===== src/rtl/e1cas_pkg.sv =====
package e1cas_pkg;

  // Line structure of the E1 multiframe
  localparam int unsigned FRM_W      = 4;
  localparam int unsigned SLOT_W     = 5;
  localparam int unsigned BIT_W      = 3;
  localparam int unsigned NFRM       = 1 << FRM_W;
  localparam int unsigned NSLOT      = 1 << SLOT_W;
  localparam int unsigned SLOT_BITS  = 1 << BIT_W;
  localparam int unsigned BANK_W     = NFRM * SLOT_BITS;
  localparam int unsigned BANK_IDX_W = $clog2(BANK_W);
  localparam int unsigned SIG_SLOT   = 16;

  typedef enum logic [1:0] {
    SRC_PCM  = 2'd0,
    SRC_SIG  = 2'd1,
    SRC_BANK = 2'd2
  } src_e;

  // Mask bit that governs nibble half 'lower' of time slot 16 in frame 'frm'.
  // Upper half maps to slot frm, lower half to slot frm + NSLOT/2.
  function automatic logic [SLOT_W-1:0] mask_index(input logic [FRM_W-1:0] frm,
                                                   input logic lower);
    logic [SLOT_W-1:0] base;
    base = lower ? SLOT_W'(NSLOT / 2) : '0;
    return base + SLOT_W'(frm);
  endfunction

  // Bank bit sent at position bitn of frame frm: frm*SLOT_BITS + (SLOT_BITS-1-bitn).
  // The complement of bitn equals SLOT_BITS-1-bitn for a power-of-two slot width.
  function automatic logic [BANK_IDX_W-1:0] bank_index(input logic [FRM_W-1:0] frm,
                                                       input logic [BIT_W-1:0] bitn);
    return {frm, ~bitn};
  endfunction

  // Second half of a slot: bit positions SLOT_BITS/2 and above.
  function automatic logic is_lower_half(input logic [BIT_W-1:0] bitn);
    return bitn[BIT_W-1];
  endfunction

endpackage


===== src/rtl/e1cas_pos_decode.sv =====
module e1cas_pos_decode
  import e1cas_pkg::*;
(
  input  logic [FRM_W-1:0]      frame_num,
  input  logic [SLOT_W-1:0]     slot_num,
  input  logic [BIT_W-1:0]      bit_num,
  output logic                  sig_slot,
  output logic                  lower_half,
  output logic [SLOT_W-1:0]     mask_idx,
  output logic [BANK_IDX_W-1:0] bank_idx
);

  always_comb begin
    sig_slot   = (slot_num == SLOT_W'(SIG_SLOT));
    lower_half = is_lower_half(bit_num);
    mask_idx   = mask_index(frame_num, lower_half);
    bank_idx   = bank_index(frame_num, bit_num);
  end

endmodule


===== src/rtl/e1cas_src_sel.sv =====
module e1cas_src_sel
  import e1cas_pkg::*;
(
  input  logic clk,
  input  logic rst_n,
  input  logic sig_slot,
  input  logic mask_hit,
  input  logic mask_en,
  input  logic hw_sig_en,
  output src_e src
);

  always_comb begin
    src = SRC_PCM;
    if (sig_slot) begin
      if (mask_en && mask_hit) src = SRC_BANK;
      else if (hw_sig_en)      src = SRC_SIG;
    end
  end

  // Bank is never chosen while per-half selection is off
  p_maskoff_r6: assert property (@(posedge clk) disable iff (!rst_n)
    !mask_en |-> (src != SRC_BANK));

  // Outside time slot 16 the stream always wins
  p_ts_only_r2: assert property (@(posedge clk) disable iff (!rst_n)
    !sig_slot |-> (src == SRC_PCM));

endmodule


===== src/rtl/e1cas_bit_mux.sv =====
module e1cas_bit_mux
  import e1cas_pkg::*;
(
  input  logic clk,
  input  logic rst_n,
  input  src_e src,
  input  logic pcm_bit,
  input  logic sig_bit,
  input  logic bank_bit,
  output logic out_bit
);

  localparam int unsigned NSRC = 3;

  logic [NSRC-1:0] cand;
  logic            nxt;

  assign cand = {bank_bit, sig_bit, pcm_bit};

  always_comb begin
    nxt = cand[0];
    if (int'(src) < NSRC) nxt = cand[src];
  end

  always_ff @(posedge clk) begin
    if (!rst_n) out_bit <= 1'b0;
    else        out_bit <= nxt;
  end

  p_reset_r1: assert property (@(posedge clk)
    !rst_n |=> (out_bit == 1'b0));

endmodule


===== src/rtl/e1cas_ins_mux.sv =====
module e1cas_ins_mux
  import e1cas_pkg::*;
(
  input  logic                  clk,
  input  logic                  rst_n,
  input  logic                  pcm_in,
  input  logic                  sig_in,
  input  logic [FRM_W-1:0]      frame_num,
  input  logic [SLOT_W-1:0]     slot_num,
  input  logic [BIT_W-1:0]      bit_num,
  input  logic                  hw_sig_en,
  input  logic                  mask_en,
  input  logic [NSLOT-1:0]      src_mask,
  input  logic [BANK_W-1:0]     sig_bank,
  output logic                  pcm_out
);

  logic                  sig_slot;
  logic                  lower_half;
  logic [SLOT_W-1:0]     mask_idx;
  logic [BANK_IDX_W-1:0] bank_idx;
  logic                  mask_hit;
  logic                  bank_bit;
  src_e                  src;
  logic                  src_bank;

  e1cas_pos_decode u_pos (
    .frame_num (frame_num),
    .slot_num  (slot_num),
    .bit_num   (bit_num),
    .sig_slot  (sig_slot),
    .lower_half(lower_half),
    .mask_idx  (mask_idx),
    .bank_idx  (bank_idx)
  );

  assign mask_hit = src_mask[mask_idx];
  assign bank_bit = sig_bank[bank_idx];

  e1cas_src_sel u_sel (
    .clk      (clk),
    .rst_n    (rst_n),
    .sig_slot (sig_slot),
    .mask_hit (mask_hit),
    .mask_en  (mask_en),
    .hw_sig_en(hw_sig_en),
    .src      (src)
  );

  assign src_bank = (src == SRC_BANK);

  e1cas_bit_mux u_mux (
    .clk     (clk),
    .rst_n   (rst_n),
    .src     (src),
    .pcm_bit (pcm_in),
    .sig_bit (sig_in),
    .bank_bit(bank_bit),
    .out_bit (pcm_out)
  );

  // Non-signaling slots pass through one clock later
  p_passthru_r2: assert property (@(posedge clk) disable iff (!rst_n)
    !sig_slot |=> (pcm_out == $past(pcm_in)));

  // Both features off: transparent
  p_transparent_r3: assert property (@(posedge clk) disable iff (!rst_n)
    (!hw_sig_en && !mask_en) |=> (pcm_out == $past(pcm_in)));

  // Stream signaling taken from the serial signaling input
  p_sig_src_r4: assert property (@(posedge clk) disable iff (!rst_n)
    (sig_slot && hw_sig_en && !src_bank) |=> (pcm_out == $past(sig_in)));

  // Bank-sourced bit appears on the line
  p_bank_src_r5: assert property (@(posedge clk) disable iff (!rst_n)
    src_bank |=> (pcm_out == $past(bank_bit)));

  // Half-select only when the governing mask bit is set
  p_half_mask_r8: assert property (@(posedge clk) disable iff (!rst_n)
    src_bank |-> (mask_en && src_mask[mask_idx] && sig_slot));

endmodule


===== config.mk =====
export PLATFORM = sky130hd
export DESIGN_NAME = e1cas_ins_mux
export DESIGN_NICKNAME = d
export VERILOG_FILES = /design/src/rtl/e1cas_pkg.sv /design/src/rtl/e1cas_pos_decode.sv /design/src/rtl/e1cas_src_sel.sv /design/src/rtl/e1cas_bit_mux.sv /design/src/rtl/e1cas_ins_mux.sv
export SDC_FILE = /design/constraint.sdc
export NUM_CORES = 1
export LEC_CHECK = 0
export BUFFER_PORTS_ARGS = -buffer_cell sky130_fd_sc_hd__buf_2
export CAP_MARGIN = 5
export CORE_MARGIN = 2
export CORE_UTILIZATION = 31
export CTS_BUF_LIST = sky130_fd_sc_hd__clkbuf_16
export DETAILED_ROUTE_END_ITERATION = 16
export GPL_TIMING_DRIVEN = 0
export PLACE_DENSITY_LB_ADDON = 0.05
export SYNTH_ARGS = -nofsm -noshare
export SYNTH_HDL_FRONTEND = slang
export SYNTH_HIERARCHICAL = 1
export SYNTH_SLANG_ARGS = --single-unit

===== constraint.sdc =====
create_clock -name clk -period 2.4 [get_ports clk]
set_input_delay 0.24 -clock clk [delete_from_list [all_inputs] [get_ports clk]]
set_output_delay 0.24 -clock clk [all_outputs]
set_load 0.05 [all_outputs]

==> Implementation_results.wiki <==
{| class="wikitable"
! Metric !! Value
|-
| Area of the placeable core || 4755 um^2
|-
| Critical path fanouts, max || 8
|-
| Routed wire length || 5322 um
|-
| Aggregate global-route resource usage || 17.86%
|-
| Final hold violations || 0
|-
| Maximum number of pins on one net before global-route repair || 11
|-
| Row count || 25
|-
| Status || finished, final reports clean
|-
| Post-Synthesis Net Count || 301
|-
| Vias || 1,826
|-
| Antenna violations before repair || 0
|-
| Clock Power Share || 0%
|-
| Fill cell total of the finished layout || 485
|-
| Sort of element at the end of the critical path || flop
|-
| Maximum cell stage delay along the critical path || 0.51 ns
|-
| Synth warnings || 6
|-
| Share of the clock period used by the worst path after layout || 95.91%
|-
| Internal power consumption || 285.6 uW
|-
| Finished layout cell area || 2539 um^2
|-
| Switching Share || 32.98%
|-
| Endpoint arrival time on the critical path || 2.23 ns
|-
| Critical path class || in2reg
|-
| Clock period minus final worst setup slack || 2.302 ns
|-
| Leakage || 1.254 nW
|-
| Max reg flops || 1
|-
| Switching component of the power || 140.5 uW
|-
| Vias in the first global route || 1,703
|-
| Total gr overflow || 0
|-
| Worst Path Required || 2.32 ns
|-
| Pwr dens || 167.8 nW/um^2
|-
| I/O pin count || 179
|-
| Hold Worst Slack || 0.4592 ns
|-
| Starting DRC count in detailed routing || 64
|-
| Height of the die || 74.32 um
|-
| Startpoint kind of the worst setup timing path || input pin
|-
| Clock-pin slew of the registers on the worst-case setup and hold paths || 0 ns
|-
| Area growth syn-to-layout || 65.63%
|-
| DR pass1 iterations || 4
|-
| Share of post-route cells with drive strength above 1 || 80.81%
|-
| Register ranked first by flip-flop count || u_mux/out_bit
|-
| Die area || 5523 um^2
|-
| Utilization after layout || 53.39%
|-
| Aggregate negative setup slack || 0 ns
|-
| Mean instance size in the synthesized netlist || 12.46 um^2
|-
| Combinational group share of total power || 95.7%
|-
| Placement Cell Area || 2487 um^2
|-
| Number of antenna-violating nets in the routed design || 0
|-
| Max-slew headroom at the worst pin || 72.94%
|-
| Path type of the worst min-delay path || in2reg
|-
| Combined area of all synthesized cells || 1533 um^2
|-
| Max-cap violation count || 0
|-
| DR DRC count || 0
|-
| Highest attainable clock frequency || 0.4344 GHz
|-
| Cell seen most often among critical-path stages || mux4_2
|-
| Count of pins over their slew limit || 0
|-
| IO buf count || 174
|-
| Fin nets || 477
|-
| Ordered list of cells on the worst path || buf_8, mux4_2, mux4_2, mux2_4, and3_2, xnor2_2, nand2_1, a31oi_1
|-
| DR WL/cell || 14.62 um
|-
| Horizontal die dimension || 74.32 um
|-
| Slew at the pin closest to its max-slew limit || 0.4059 ns
|-
| Number of failing setup endpoints in the final timing report || 0
|-
| Largest regs || u_mux/out_bit x1
|-
| Placer's final routability congestion estimate || 0.7418
|-
| Power after layout || 426.1 uW
|-
| Highest-delay cell along the critical path || mux4_2
|-
| Sequential fraction of design power || 4.3%
|-
| Initial Utilization || 32.24%
|-
| First-pass GRT wire length || 7707 um
|-
| Via density || 5.016
|-
| Worst IR Drop VDD || 0.06775 mV
|-
| Post-synthesis instance total || 123
|-
| Number of hold-repair buffers added at the cts stage || 0
|-
| Ant. Diodes || 0
|-
| Half-perimeter wire length after detailed placement || 4819 um
|}
==> routing by layer <==
metal | vias to the layer above | GRT usage (%) | part of all wire [%]
met3 | 2 | 1.897 | 8.8
met2 | 95 | 34.92 | 53
met5 | - | 0 | 0
met4 | 0 | 0.5952 | 0.26
li1 | 880 | - | -
met1 | 849 | 22.34 | 38
==> final timing paths <==
check	cells past startpoint	start	endpoint
setup / recovery	8	frame_num[0]	u_mux/out_bit$_SDFF_PN0_
hold / removal	3	rst_n	u_mux/out_bit$_SDFF_PN0_
==> area by class of cell <==
cell class | count | area [um^2] | share of cell area, %
multi-input combinational | 96 | 1380 | 54.36
timing repair buffer | 176 | 885.9 | 34.89
buffer | 20 | 153.9 | 6.062
sequential | 1 | 20.02 | 0.7886
inverter | 4 | 15.01 | 0.5914
tap | 67 | 83.83 | 3.302
==> repair_timing <==
item | 4_1_cts | 5_1_grt
pin swaps | 0 | 3
setup endpoints to repair | 1 | 1
gates cloned | 0 | 0
resized for setup | 2 | 19
setup buffers | 0 | 2
==> power groups by stage <==
| stage | Combinational, mW | Sequential, mW | Clock, mW |
|---|---|---|---|
| after floorplan | 0.222 | 0.0217 | 0 |
| after global placement | 0.390 | 0.0181 | 0 |
| after detailed placement | 0.396 | 0.0183 | 0 |
| after CTS | 0.398 | 0.0183 | 0 |
| after global routing | 0.447 | 0.0184 | 0 |
| final | 0.408 | 0.0182 | 0 |
==> cell usage in the layout (no fill, tap or decap) <==
master	n
mux4_1	4
and2_1	1
clkbuf_2	1
nor2_1	5
buf_4	12
nand3b_1	4
dfxtp_1	1
mux4_2	39
or3b_2	1
inv_1	3
inv_2	1
nor3b_1	1
xnor2_2	1
buf_8	2
mux2_4	1
nand3_1	4
nor4_1	4
a2111oi_2	1
and3_2	1
buf_6	1
a21oi_4	1
a22oi_1	1
a221oi_1	1
mux2i_1	9
clkbuf_1	2
a31oi_1	2
clkbuf_4	2
nand4b_1	2
nor2b_1	3
buf_2	176
and3b_1	2
nand4_1	2
nand2_1	5
o22ai_1	1
==> stage by stage <==
step / setup slack [ns] / std cells
6_report: 0.09815 / 364
5_1_grt: -0.01403 / 364
4_1_cts: 0.009467 / 362
3_5_place_dp: -0.2098 / 364
3_3_place_gp: -0.1911 / 364
2_1_floorplan: 0.003449 / 123
==> worst max-delay path, delay by kind of cell <==
family / cells / cell delay [ns]
buffers and inverters: 1 / 0.12
and+or+nand+nor: 2 / 0.28
muxes: 3 / 1.30
AOI/OAI and AO/OA: 1 / 0.15
xor gates and xnor gates: 1 / 0.13
No activity file was read; power rests on OpenSTA's default activity.
